### src/rtl/pdec_pkg.sv
package pdec_pkg;

  localparam int OP_W    = 8;
  localparam int NUM_AUX = 3;
  localparam int PAGE_W  = $clog2(NUM_AUX + 1);
  localparam int LEN_W   = 3;
  localparam int NOPS_W  = 2;

  typedef enum logic [2:0] {
    MODE_INH = 3'd0,
    MODE_REL = 3'd1,
    MODE_IMM = 3'd2,
    MODE_DIR = 3'd3,
    MODE_IDX = 3'd4,
    MODE_EXT = 3'd5
  } addrMode_e;

  typedef struct packed {
    logic              legal;
    addrMode_e         mode;
    logic [NOPS_W-1:0] nOps;
    logic              secondIdx;
  } decInfo_t;

  typedef struct packed {
    logic takePrebyte;
    logic latchOp;
    logic countDown;
    logic emitNow;
    logic emitHeld;
  } ctrlStrobe_t;

endpackage

### src/rtl/pdec_lookup.sv
module pdec_lookup
  import pdec_pkg::*;
(
  input  logic [PAGE_W-1:0] page,
  input  logic [OP_W-1:0]   opcode,
  output decInfo_t          info
);

  logic [3:0] hi, lo;
  logic       legal, wideImm, bitOp, brBit;
  addrMode_e  mode;
  logic [NOPS_W-1:0] nOps;

  assign hi = opcode[7:4];
  assign lo = opcode[3:0];

  // Per-page legality
  always_comb begin
    legal = 1'b0;
    case (page)
      2'd0: legal = !((hi inside {4'h4, 4'h5, 4'h6, 4'h7} && lo inside {4'h1, 4'h2, 4'h5, 4'hB})
                   || (hi inside {4'h4, 4'h5} && lo == 4'hE)
                   || (hi inside {4'h8, 4'hC} && lo == 4'h7)
                   || (opcode inside {8'h18, 8'h1A, 8'hCD}));
      2'd1: begin
        case (hi)
          4'h0:       legal = lo inside {4'h8, 4'h9};
          4'h1:       legal = lo >= 4'hC;
          4'h3:       legal = lo inside {4'h0, 4'h5, 4'h8, 4'hA, 4'hC};
          4'h6:       legal = !(lo inside {4'h1, 4'h2, 4'h5, 4'hB});
          4'hA, 4'hE: legal = 1'b1;
          4'h8:       legal = lo inside {4'hC, 4'hF};
          4'h9, 4'hB: legal = lo == 4'hC;
          4'hC:       legal = lo == 4'hE;
          4'hD, 4'hF: legal = lo inside {4'hE, 4'hF};
          default:    legal = 1'b0;
        endcase
      end
      2'd2:    legal = (lo == 4'h3 && hi[3] && !hi[2]) || (opcode inside {8'hAC, 8'hEE, 8'hEF});
      default: legal = opcode inside {8'hA3, 8'hAC, 8'hEE, 8'hEF};
    endcase
  end

  // Addressing-mode class
  always_comb begin
    mode = MODE_INH;
    if (hi[3]) begin
      if (page == '0 && opcode == 8'h8D)                          mode = MODE_REL;
      else if (opcode == 8'h8F || (page == '0 && opcode == 8'hCF)) mode = MODE_INH;
      else begin
        case (opcode[5:4])
          2'b00:   mode = MODE_IMM;
          2'b01:   mode = MODE_DIR;
          2'b10:   mode = MODE_IDX;
          default: mode = MODE_EXT;
        endcase
      end
    end else begin
      case (hi)
        4'h1: begin
          if (page != '0)                                    mode = MODE_IDX;
          else if (lo inside {4'h2, 4'h3, 4'h4, 4'h5})       mode = MODE_DIR;
          else if (lo >= 4'hC)                               mode = MODE_IDX;
          else                                               mode = MODE_INH;
        end
        4'h2:    mode = (page == '0) ? MODE_REL : MODE_INH;
        4'h6:    mode = MODE_IDX;
        4'h7:    mode = MODE_EXT;
        default: mode = MODE_INH;
      endcase
    end
  end

  // Operand byte count
  always_comb begin
    wideImm = lo inside {4'h3, 4'hC, 4'hE};
    bitOp   = (hi == 4'h1) && (mode != MODE_INH);
    brBit   = bitOp && (lo inside {4'h2, 4'h3, 4'hE, 4'hF});
    case (mode)
      MODE_INH: nOps = 2'd0;
      MODE_EXT: nOps = 2'd2;
      MODE_IMM: nOps = wideImm ? 2'd2 : 2'd1;
      default:  nOps = 2'd1;
    endcase
    if (bitOp) nOps = brBit ? 2'd3 : 2'd2;
  end

  always_comb begin
    info.legal     = legal;
    info.mode      = legal ? mode : MODE_INH;
    info.nOps      = legal ? nOps : '0;
    info.secondIdx = legal && (page == 2'd1 || page == 2'd3 || (page == 2'd2 && lo != 4'h3));
  end

endmodule

### src/rtl/pdec_ctrl.sv
module pdec_ctrl
  import pdec_pkg::*;
(
  input  logic        clk,
  input  logic        rst,
  input  logic        byteValid,
  input  logic        isPrebyte,
  input  logic        needOps,
  input  logic        lastOp,
  output ctrlStrobe_t strobe
);

  typedef enum logic [1:0] {S_START, S_PAGED, S_OPERAND} ctrlState_e;
  ctrlState_e state, stateNext;

  always_comb begin
    strobe    = '0;
    stateNext = state;
    if (byteValid) begin
      case (state)
        S_START: begin
          if (isPrebyte) begin
            strobe.takePrebyte = 1'b1;
            stateNext          = S_PAGED;
          end else if (needOps) begin
            strobe.latchOp = 1'b1;
            stateNext      = S_OPERAND;
          end else begin
            strobe.emitNow = 1'b1;
          end
        end
        S_PAGED: begin
          if (needOps) begin
            strobe.latchOp = 1'b1;
            stateNext      = S_OPERAND;
          end else begin
            strobe.emitNow = 1'b1;
            stateNext      = S_START;
          end
        end
        default: begin
          strobe.countDown = 1'b1;
          if (lastOp) begin
            strobe.emitHeld = 1'b1;
            stateNext       = S_START;
          end
        end
      endcase
    end
  end

  always_ff @(posedge clk) begin
    if (rst) state <= S_START;
    else     state <= stateNext;
  end

endmodule

### src/rtl/pdec_datapath.sv
module pdec_datapath
  import pdec_pkg::*;
#(
  parameter logic [OP_W*NUM_AUX-1:0] PREBYTES = 24'hCD1A18
) (
  input  logic              clk,
  input  logic              rst,
  input  logic [OP_W-1:0]   byteData,
  input  ctrlStrobe_t       strobe,
  input  decInfo_t          info,
  output logic [PAGE_W-1:0] curPage,
  output logic              isPrebyte,
  output logic              needOps,
  output logic              lastOp,
  output logic              outDone,
  output logic [PAGE_W-1:0] outPage,
  output logic [OP_W-1:0]   outOp,
  output logic [2:0]        outMode,
  output logic [LEN_W-1:0]  outLen,
  output logic              outIll,
  output logic              outSec
);

  logic [NUM_AUX-1:0]  preHit;
  logic [PAGE_W-1:0]   preIdx;
  logic [PAGE_W-1:0]   pageReg;
  logic [OP_W-1:0]     heldOp;
  decInfo_t            heldInfo;
  logic [NOPS_W-1:0]   remaining;

  for (genvar g = 0; g < NUM_AUX; g++) begin : g_pre
    assign preHit[g] = (byteData == PREBYTES[OP_W*g +: OP_W]);
  end

  always_comb begin
    preIdx = '0;
    for (int i = 0; i < NUM_AUX; i++)
      if (preHit[i]) preIdx = PAGE_W'(i + 1);
  end

  function automatic logic [LEN_W-1:0] lenOf(input logic [PAGE_W-1:0] pg,
                                             input logic [NOPS_W-1:0] n);
    return LEN_W'(1) + LEN_W'(pg != '0) + LEN_W'(n);
  endfunction

  assign curPage   = pageReg;
  assign isPrebyte = |preHit;
  assign needOps   = info.nOps != '0;
  assign lastOp    = remaining == NOPS_W'(1);

  always_ff @(posedge clk) begin
    if (rst) begin
      pageReg   <= '0;
      heldOp    <= '0;
      heldInfo  <= '0;
      remaining <= '0;
      outDone   <= 1'b0;
      outPage   <= '0;
      outOp     <= '0;
      outMode   <= '0;
      outLen    <= '0;
      outIll    <= 1'b0;
      outSec    <= 1'b0;
    end else begin
      outDone <= strobe.emitNow | strobe.emitHeld;
      if (strobe.takePrebyte) pageReg <= preIdx;
      if (strobe.latchOp) begin
        heldOp    <= byteData;
        heldInfo  <= info;
        remaining <= info.nOps;
      end
      if (strobe.countDown) remaining <= remaining - NOPS_W'(1);
      if (strobe.emitNow) begin
        outPage <= pageReg;
        outOp   <= byteData;
        outMode <= info.mode;
        outLen  <= lenOf(pageReg, info.nOps);
        outIll  <= !info.legal;
        outSec  <= info.secondIdx;
        pageReg <= '0;
      end
      if (strobe.emitHeld) begin
        outPage <= pageReg;
        outOp   <= heldOp;
        outMode <= heldInfo.mode;
        outLen  <= lenOf(pageReg, heldInfo.nOps);
        outIll  <= !heldInfo.legal;
        outSec  <= heldInfo.secondIdx;
        pageReg <= '0;
      end
    end
  end

endmodule

### src/rtl/prebyte_predecoder.sv
module prebyte_predecoder
  import pdec_pkg::*;
#(
  parameter logic [OP_W*NUM_AUX-1:0] PREBYTES = 24'hCD1A18
) (
  input  logic        clk,
  input  logic        rst,
  input  logic        byteValid,
  input  logic [7:0]  byteData,
  output logic        instrDone,
  output logic [1:0]  instrPage,
  output logic [7:0]  instrOpcode,
  output logic [2:0]  instrMode,
  output logic [2:0]  instrLength,
  output logic        instrIllegal,
  output logic        instrSecondIdx
);

  ctrlStrobe_t       strobe;
  decInfo_t          info;
  logic [PAGE_W-1:0] curPage;
  logic              isPrebyte, needOps, lastOp;

  pdec_lookup lookup_i (
    .page   (curPage),
    .opcode (byteData),
    .info   (info)
  );

  pdec_ctrl ctrl_i (
    .clk       (clk),
    .rst       (rst),
    .byteValid (byteValid),
    .isPrebyte (isPrebyte),
    .needOps   (needOps),
    .lastOp    (lastOp),
    .strobe    (strobe)
  );

  pdec_datapath #(.PREBYTES(PREBYTES)) dp_i (
    .clk       (clk),
    .rst       (rst),
    .byteData  (byteData),
    .strobe    (strobe),
    .info      (info),
    .curPage   (curPage),
    .isPrebyte (isPrebyte),
    .needOps   (needOps),
    .lastOp    (lastOp),
    .outDone   (instrDone),
    .outPage   (instrPage),
    .outOp     (instrOpcode),
    .outMode   (instrMode),
    .outLen    (instrLength),
    .outIll    (instrIllegal),
    .outSec    (instrSecondIdx)
  );

endmodule

### config.mk
export PLATFORM = sky130hd
export DESIGN_NAME = prebyte_predecoder
export DESIGN_NICKNAME = d
export VERILOG_FILES = /design/src/rtl/pdec_pkg.sv /design/src/rtl/pdec_lookup.sv /design/src/rtl/pdec_ctrl.sv /design/src/rtl/pdec_datapath.sv /design/src/rtl/prebyte_predecoder.sv
export SDC_FILE = /design/constraint.sdc
export NUM_CORES = 1
export LEC_CHECK = 0
export BUFFER_PORTS_ARGS = -buffer_cell sky130_fd_sc_hd__clkbuf_2
export CAP_MARGIN = 30
export CELL_PAD_IN_SITES_DETAIL_PLACEMENT = 2
export CELL_PAD_IN_SITES_GLOBAL_PLACEMENT = 2
export CORE_MARGIN = 2
export CORE_UTILIZATION = 35
export DETAILED_ROUTE_END_ITERATION = 10
export GPL_TIMING_DRIVEN = 0
export PLACE_DENSITY = 0.91
export SETUP_SLACK_MARGIN = 0.4
export SYNTH_ARGS = -nofsm -noshare
export SYNTH_HDL_FRONTEND = slang
export SYNTH_HIERARCHICAL = 1
export SYNTH_SLANG_ARGS = --single-unit
### constraint.sdc
create_clock -name clk -period 3.81 [get_ports clk]
set_input_delay 0.381 -clock clk [delete_from_list [all_inputs] [get_ports clk]]
set_output_delay 0.381 -clock clk [all_outputs]
set_load 0.03 [all_outputs]
==> results of run 1 <==
through the flow:
stage / area [µm²] / total power, mW / util / hold WS, ns
5_1_grt: 3180 / 1.20 / 0.437 / 0.271
3_5_place_dp: 2910 / 0.770 / 0.398 / 0.446
3_3_place_gp: 2910 / 0.749 / 0.398 / 0.429
6_report: 3180 / 1.16 / 0.437 / 0.259
4_1_cts: 3070 / 1.11 / 0.421 / 0.253
2_1_floorplan: 2640 / 0.681 / - / 0.416
logic make-up (layout without fill, tap and decap cells):
| group | count (synthesis) | after routing | synth area share |
|---|---|---|---|
| xor+xnor | 7 | 7 | 0.0233 |
| flops | 40 | 40 | 0.304 |
| buf+inv | 29 | 77 | 0.0598 |
| mux | 34 | 34 | 0.136 |
| simple gates | 133 | 133 | 0.276 |
| compound gates | 69 | 69 | 0.183 |
| fa+ha+maj | 4 | 4 | 0.0180 |
placed cells by master (no fill, tap or decap), types with 4 or more instances in the layout:
cell	n
clkbuf_2	29
buf_2	11
nand2_1	36
nand3_1	4
inv_1	4
nor3_1	6
xnor2_1	7
nor2b_1	11
buf_6	5
o21ai_0	11
mux2i_1	18
nor2_1	32
a211oi_1	4
a21oi_1	23
mux2_2	14
clkbuf_8	7
buf_4	13
nand2b_1	4
dfxtp_1	38
layer usage:
metal | track usage | part of all wire
met2 | 0.499 | 0.52
met3 | 0.0401 | 0.048
met4 | 0.134 | 0.035
met5 | 0 | 0
met1 | 0.310 | 0.40
what timing repair did:
item / in CTS / in global routing
gates resized for setup: 19 / 9
buffers inserted: 1 / 10
endpoints found under the setup margin: 38 / 28
pin swaps: 4 / 6
cells in the mapped netlist (2+ instances only):
master     instances
dfxtp_1           40
nand2_1           36
nor2_1            33
a21oi_1           24
mux2i_1           20
mux2_2            14
buf_2             12
nor2b_1           11
o21ai_0           11
nor3_1             8
xnor2_1            7
buf_4              5
a211oi_1           4
clkbuf_1           4
inv_1              4
nand2b_1           4
nand3_1            4
a31oi_1            3
and2_1             3
ha_1               3
nand4_1            3
o211ai_1           3
a21boi_0           2
a32oi_1            2
and3_1             2
buf_1              2
buf_6              2
nand3b_1           2
nor2b_4            2
nor3b_1            2
nor4b_1            2
o21a_1             2
o21ba_1            2
o22ai_2            2
o2bb2ai_1          2
o31ai_1            2
registers in the layout, indices dropped and copies added, names as in the netlist, 2 cells and up:
| name | flops |
|---|---|
| dp_i/remaining | 2 |
| dp_i/heldInfo | 7 |
| dp_i/outOp | 8 |
| ctrl_i/state | 2 |
| dp_i/heldOp | 8 |
| dp_i/outLen | 3 |
| dp_i/outMode | 3 |
| dp_i/outPage | 2 |
| dp_i/curPage | 2 |
worst paths after layout:
check                                 startpoint              end  slack, ns
worst max-delay path             dp_i/curPage[0]   dp_i/heldOp[2]       0.46
worst min-delay path                         rst  ctrl_i/state[1]       0.26
worst max register to register   dp_i/curPage[0]   dp_i/heldOp[2]       0.46
worst min register to register  dp_i/heldInfo[6]      dp_i/outIll       0.47
area by class of cell:
cell class / instances / area (µm²)
fill: 837 / 4110
multi-input combinational: 247 / 1740
sequential: 40 / 806
timing repair buffer: 40 / 228
buffer: 25 / 178
tap: 99 / 124
clock buffer: 7 / 86.3
inverter: 4 / 15.0
clock inverter: 1 / 7.51
report_power, final:
part / leakage, nW / switching, mW / internal, mW / total (mW)
clock network: 0.0445 / 0.173 / 0.148 / 0.321
logic: 0.878 / 0.219 / 0.146 / 0.365
registers: 0.327 / 0.0229 / 0.447 / 0.470
==> results_dict.tcl, run 1 <==
set metrics [dict create \
    startpoint_type "flip-flop" \
    period_needed_ns 3.35 \
    track_usage 0.274 \
    reg2regPathDepth 13 \
    status "finished, final reports clean" \
    post-place-ws_ns -0.340 \
    clock_latency_ns 0.31 \
    synth.area.top_cells "dfxtp_1 (30%), mux2i_1 (7.6%), mux2_2 (6.0%)" \
    hpwl_um 6580 \
    ctsHoldBuffers 0 \
    synth_top_area_share 0.304 \
    vias_per_cell 5.83 \
    portBuffers 29 \
    num_vias 2701 \
    critPathCaptureType "flip-flop" \
    drive_gt1_frac 0.305 \
    final_cells 463 \
    slowest_stage "or4_4" \
    wl_per_cell_um 26.0 \
    start_util 0.362 \
    overflow 0 \
    critPathTopFamily "simple AND/OR/NAND/NOR gates" \
    yosys_most_used_dff "dfxtp_1" \
    syn_to_final_growth_pct 20.8 \
    drv_slew 0 \
    critical_path_depth 13 \
    slew_headroom 0.575 \
    grt_pass1_wl_um 17500 \
    critPathBufInv 3 \
    power_density_nw_per_um2 363 \
    grt_setup_unrepaired "no" \
    setup_viol 0 \
    cts_buffers 5 \
    antennaDiodeCount 0 \
    die_h_um 90.8 \
    hold_viol 0 \
    fmax_mhz 299 \
    dieArea_um2 8240 \
    p_leak_nw 1.25 \
    routed_wl_um 12100 \
    ir_worst_vdd_mv 0.241 \
    setup_tns_ns 0 \
    timing.final.crit_share 0.879 \
    hold_depth 2 \
    drv_cap 0 \
    drc 0 \
    critPathMaxStageDelay_ns 0.50 \
    clk_path_buf_depth 2 \
    grt_pass1_vias 3073 \
    ys_warn_count 6 \
    drt-pass1-iter-count 4 \
    crit_chain "clkbuf_8 > or4_4 > nor3_2 > o22ai_2 > mux2i_1 > or2_0 > a21oi_2 > or2_4 > and3_1 > buf_6 > buf_6 > mux2i_1 > nor2_1" \
    grt_max_degree 13 \
    synth_cells 316 \
    gp_congestion 0.863 \
    cts_tree "yes" \
    io-pin-count 30 \
    antenna_found_initial 0 \
    setup_slack_ns 0.461 \
    ant_nets 0 \
    fin_skew_ns 0.00862 \
    netlist_area_um2 2640 \
    num_rows 31 \
    path_clk_slew_ns 0.09 \
    fin_nets 377 \
    clkSinkCount 40 \
    path_class "reg2reg" \
    synth_edf_count 0 \
    crit_fanout 10 \
    cts_root_buf "clkbuf_8" \
    core-area_um2 7290 \
    hold_class "in2reg" \
    synth_top_cell_by_area "dfxtp_1" \
    placed_cells 444 \
    yosysSeqAreaShare 0.304 \
    ys_ff_latch 40 \
    crit_arrival_ns 3.52 \
    synth.avg_cell_area_um2 8.34 \
    ys_types 68 \
    async_flop_share 0 \
    synth.net_count 330 \
    worst_pin_slew_ns 0.637 \
    fp.dieW_um 90.8 \
    drt_iter0_markers 151 \
    worstPathRequired_ns 3.98 \
    htreeDepth 2 \
]
Note: power is estimated with default switching activity, not from simulation.
==> run 2: changes to the inputs <==
--- a/config.mk
+++ b/config.mk
@@ -11,6 +11,7 @@
 export CELL_PAD_IN_SITES_GLOBAL_PLACEMENT = 2
 export CORE_MARGIN = 2
 export CORE_UTILIZATION = 35
+export CTS_BUF_LIST = sky130_fd_sc_hd__clkbuf_4 sky130_fd_sc_hd__clkbuf_8 sky130_fd_sc_hd__clkbuf_16
 export DETAILED_ROUTE_END_ITERATION = 10
 export GPL_TIMING_DRIVEN = 0
 export PLACE_DENSITY = 0.91
==> run 2 against run 1 <==
Via count is 0.96% higher. Non-clock buffer count is 4 lower. Sequential power about the same. Final area fell by 1.6%. Worst hold slack lost 0.0058 ns. Critical endpoint is now dp_i/remaining[1]. Highest routed layer unchanged.
==> results_dict.tcl, run 2 (synthesized netlist as in run 1, its figures left out) <==
set metrics [dict create \
    slowest_stage "or4_4" \
    track_usage 0.275 \
    p_int_mw 0.738 \
    cts_root_buf "clkbuf_8" \
    status "finished, final reports clean" \
    design_area_um2 3130 \
    setup_viol 0 \
    hold_viol 0 \
    dieArea_um2 8240 \
    drt_iter0_markers 181 \
    antenna_found_initial 0 \
    grt_setup_unrepaired "yes" \
    final_common_cell "dfxtp_1" \
    routed_wl_um 11400 \
    gp_congestion 0.863 \
    clock_latency_ns 0.31 \
    period_needed_ns 3.40 \
    syn_to_final_growth_pct 18.9 \
    path_class "reg2reg" \
    clk_path_buf_depth 2 \
    p_sw_mw 0.402 \
    ir_worst_vdd_mv 0.307 \
    placed_cells 444 \
    p_leak_nw 1.24 \
    power_mw 1.14 \
    vias_per_cell 5.94 \
    final_cell_mix "dfxtp_1 (38), nand2_1 (36), nor2_1 (32)" \
    drive_gt1_frac 0.294 \
    drt-pass1-iter-count 4 \
    power_density_nw_per_um2 364 \
    io-pin-count 30 \
    die_h_um 90.8 \
    ctsHoldBuffers 0 \
    drc 0 \
    core-area_um2 7290 \
    num_rows 31 \
    critPathCaptureType "flip-flop" \
    crit_fanout 10 \
    clkPwrFrac 0.285 \
    critPathMaxStageDelay_ns 0.53 \
    crit_chain "clkbuf_4 > or4_4 > nor3_4 > o22ai_2 > mux2i_1 > or2_1 > a21oi_4 > or2_4 > and3_1 > buf_6 > mux2_2 > mux2i_2 > nor2_1" \
    wl_per_cell_um 24.8 \
    hold_class "in2reg" \
    startpoint_type "flip-flop" \
    slew_headroom 0.574 \
    grt_pass1_vias 3037 \
    overflow 0 \
    drv_cap 0 \
    drv_slew 0 \
    fp.dieW_um 90.8 \
    cts_buffers 5 \
    portBuffers 29 \
    combinationalPowerShare 0.303 \
    num_vias 2727 \
    start_util 0.362 \
    crit_arrival_ns 3.59 \
    timing.final.crit_share 0.892 \
    fmax_mhz 294 \
    grt_max_degree 13 \
    worst_pin_slew_ns 0.639 \
    seq_power_share 0.412 \
    post_dp_cell_area_um2 2910 \
    grt_pass1_wl_um 17600 \
    p_sw_frac 0.353 \
    path_clk_slew_ns 0.09 \
    fillCellCount 832 \
    fin_nets 373 \
    antennaDiodeCount 0 \
    htreeDepth 2 \
    fin_skew_ns 0.0125 \
    clkSinkCount 40 \
    worstPathRequired_ns 4.00 \
    reg.largest.list "dp_i/heldOp: 8 flops, dp_i/outOp: 8 flops, dp_i/heldInfo: 7 flops" \
    ant_nets 0 \
    final_cells 459 \
    hpwl_um 6580 \
    cts_tree "yes" \
]
run 2: metrics by stage:
stage / util / hold WS, ns / worst slack [ns] / setup TNS, ns
2_1_floorplan: - / 0.416 / 0.691 / 0
3_3_place_gp: 0.398 / 0.429 / -0.0160 / -0.0902
3_5_place_dp: 0.398 / 0.446 / -0.340 / -5.40
4_1_cts: 0.424 / 0.246 / 0.407 / 0
5_1_grt: 0.430 / 0.260 / 0.283 / 0
6_report: 0.430 / 0.253 / 0.410 / 0
run 2: metal layers:
metal,vias up,global-route usage,part of all wire
met5,-,0,0
met4,0,0.115,0.034
met3,36,0.0384,0.049
met2,116,0.487,0.50
met1,1367,0.331,0.42
li1,1208,-,-
run 2: power groups by stage:
stage | Sequential (mW) | Clock [mW] | Combinational [mW]
floorplan | 0.496 | 0 | 0.185
global placement | 0.473 | 0 | 0.277
detailed placement | 0.476 | 0 | 0.294
CTS | 0.467 | 0.329 | 0.329
global route | 0.473 | 0.346 | 0.365
finish | 0.469 | 0.325 | 0.346
run 2: path summary, 6_finish.rpt:
check / from / end / slack [ns] / depth (start not counted)
hold reg to reg: dp_i/heldInfo[6] / dp_i/outIll / 0.46 / 1
hold / removal: rst / ctrl_i/state[1] / 0.25 / 2
setup reg to reg: dp_i/curPage[0] / dp_i/remaining[1] / 0.41 / 13
setup / recovery: dp_i/curPage[0] / dp_i/remaining[1] / 0.41 / 13
run 2: cell type report:
type / instances / area, µm² / share of cell area
Multi-Input combinational cell: 247 / 1740 / 0.554
Sequential cell: 40 / 803 / 0.256
Timing Repair Buffer: 36 / 198 / 0.0631
Buffer: 25 / 161 / 0.0515
Tap cell: 99 / 124 / 0.0395
Clock buffer: 7 / 90.1 / 0.0287
Inverter: 4 / 15.0 / 0.00479
Clock inverter: 1 / 7.51 / 0.00240
run 2: what timing repair did:
action | CTS | global route
setup buffers | 3 | 4
endpoints found under the hold margin | 0 | 0
gates resized for setup | 20 | 3
pin swaps | 5 | 1
setup endpoints to repair | 38 | 21
run 2: worst max-delay path: cells and delay by family (launching register included):
kind,cells,cell delay [ns]
and+or+nand+nor,6,1.43
DFF,1,0.38
AOI/OAI and AO/OA,2,0.34
muxes,3,0.73
buffers and inverters,2,0.39
==> run 3: changes to the inputs <==
--- a/config.mk
+++ b/config.mk
@@ -5,7 +5,7 @@
 export SDC_FILE = /design/constraint.sdc
 export NUM_CORES = 1
 export LEC_CHECK = 0
-export BUFFER_PORTS_ARGS = -buffer_cell sky130_fd_sc_hd__clkbuf_2
+export BUFFER_PORTS_ARGS = -buffer_cell sky130_fd_sc_hd__buf_2
 export CAP_MARGIN = 30
 export CELL_PAD_IN_SITES_DETAIL_PLACEMENT = 2
 export CELL_PAD_IN_SITES_GLOBAL_PLACEMENT = 2
==> run 3 against run 2 <==
Highest routed layer unchanged. Worst hold slack better by 0.0034 ns. Sequential power barely moved. Largest cell class unchanged. Sequential cell count unchanged. Largest power group unchanged.
==> results_dict.tcl, run 3 (synthesized netlist as in run 1, its figures left out) <==
set metrics [dict create \
    status "finished, final reports clean" \
    clock_latency_ns 0.31 \
    cts_root_buf "clkbuf_8" \
    routed_wl_um 10400 \
    crit_arrival_ns 3.51 \
    setup_viol 0 \
    portBuffers 29 \
    placed_cells 444 \
    hold_class "in2reg" \
    path_class "reg2reg" \
    htreeDepth 2 \
    worstPathRequired_ns 3.97 \
    fin_nets 371 \
    wl_per_cell_um 22.7 \
    antennaDiodeCount 0 \
    drv_slew 0 \
    num_vias 2667 \
    power_density_nw_per_um2 359 \
    fin_skew_ns 0.0113 \
    vias_per_cell 5.84 \
    final_common_cell "buf_2" \
    reg.largest.list "dp_i/heldOp: 8 flops, dp_i/outOp: 8 flops, dp_i/heldInfo: 7 flops" \
    syn_to_final_growth_pct 18.5 \
    post-place-ws_ns -0.234 \
    num_rows 31 \
    hold_viol 0 \
    hpwl_um 6720 \
    worst_pin_slew_ns 0.624 \
    period_needed_ns 3.35 \
    final_cell_mix "buf_2 (40), dfxtp_1 (38), nand2_1 (36)" \
    clkSinkCount 40 \
    drv_cap 0 \
    slew_headroom 0.584 \
    drt_iter0_markers 123 \
    drt-pass1-iter-count 4 \
    post-route-util 0.428 \
    cts_buffers 5 \
    startpoint_type "flip-flop" \
    critPathCaptureType "flip-flop" \
    timing.final.crit_share 0.880 \
    io-pin-count 30 \
    setup_slack_ns 0.459 \
    crit_fanout 10 \
    clk_path_buf_depth 2 \
    start_util 0.362 \
    drc 0 \
    drive_gt1_frac 0.288 \
    core-area_um2 7290 \
    grt_max_degree 14 \
    die_h_um 90.8 \
    grt_pass1_vias 2950 \
    gp_congestion 0.847 \
    ant_nets 0 \
    dieArea_um2 8240 \
    track_usage 0.244 \
    fmax_mhz 298 \
    holdWs_ns 0.257 \
    grt_setup_unrepaired "no" \
    overflow 0 \
    grt_pass1_wl_um 16000 \
    final_cells 457 \
    cts_tree "yes" \
    path_clk_slew_ns 0.09 \
    p_leak_nw 1.24 \
    ir_worst_vdd_mv 0.253 \
    antenna_found_initial 0 \
    fp.dieW_um 90.8 \
    fillCellCount 852 \
]
-- run 3: worst max-delay path, stage by stage, from the launching register on --
cell and delay, ns:
dfxtp_2 0.37, clkbuf_4 0.21, or4_4 0.52, nor3_4 0.25, o22ai_4 0.13, mux2i_1 0.18
or2_1 0.17, a21oi_4 0.08, or2_2 0.34, nor2_4 0.18, buf_6 0.20, mux2_2 0.36
nand2_1 0.11, a21oi_1 0.10
-- run 3: cell type report --
cell class              instances  area [µm²]  share of cell area
flip-flops and latches         40         803               0.257
multi-input cells             247        1740               0.556
inverters                       4        15.0             0.00481
clock buffers                   6        82.6              0.0264
clock inverters                 2        13.8             0.00441
repair buffers                 34         183              0.0585
well taps                      99         124              0.0397
plain buffers                  25         165              0.0529
-- run 3: worst paths after layout --
path	from	end	slack (ns)	cells after the start
max	dp_i/curPage[0]	dp_i/outMode[0]	0.46	13
min	rst	ctrl_i/state[1]	0.26	2
max reg2reg	dp_i/curPage[0]	dp_i/outMode[0]	0.46	13
min reg2reg	dp_i/heldInfo[6]	dp_i/outIll	0.46	1
-- run 3: what timing repair did --
| item | CTS | global route |
|---|---|---|
| setup buffers | 2 | 3 |
| hold buffers | 0 | 0 |
| gates resized for setup | 14 | 8 |
| pin swaps | 1 | 5 |
| endpoints found under the setup margin | 37 | 29 |
-- run 3: metrics by stage --
stage               total power, mW  TNS (ns)  cell area (µm²)
floorplan                     0.681         0             2640
global placement              0.750   -0.0382             2910
detailed placement            0.771     -4.33             2910
CTS                            1.10         0             3060
global route                   1.16         0             3120
finish                         1.12         0             3120
-- run 3: per-layer routing --
| layer | GRT usage | share of wire | vias up |
|---|---|---|---|
| li1 | - | - | 1199 |
| met1 | 0.284 | 0.42 | 1368 |
| met2 | 0.453 | 0.52 | 77 |
| met3 | 0.0309 | 0.036 | 23 |
| met4 | 0.0922 | 0.026 | 0 |
| met5 | 0 | 0 | - |
-- run 3: power breakdown --
part           switching [mW]  internal, mW  leakage (nW)
sequential             0.0191         0.447         0.327
combinational           0.203         0.134         0.862
clock                   0.168         0.148        0.0516
total                   0.390         0.730          1.24
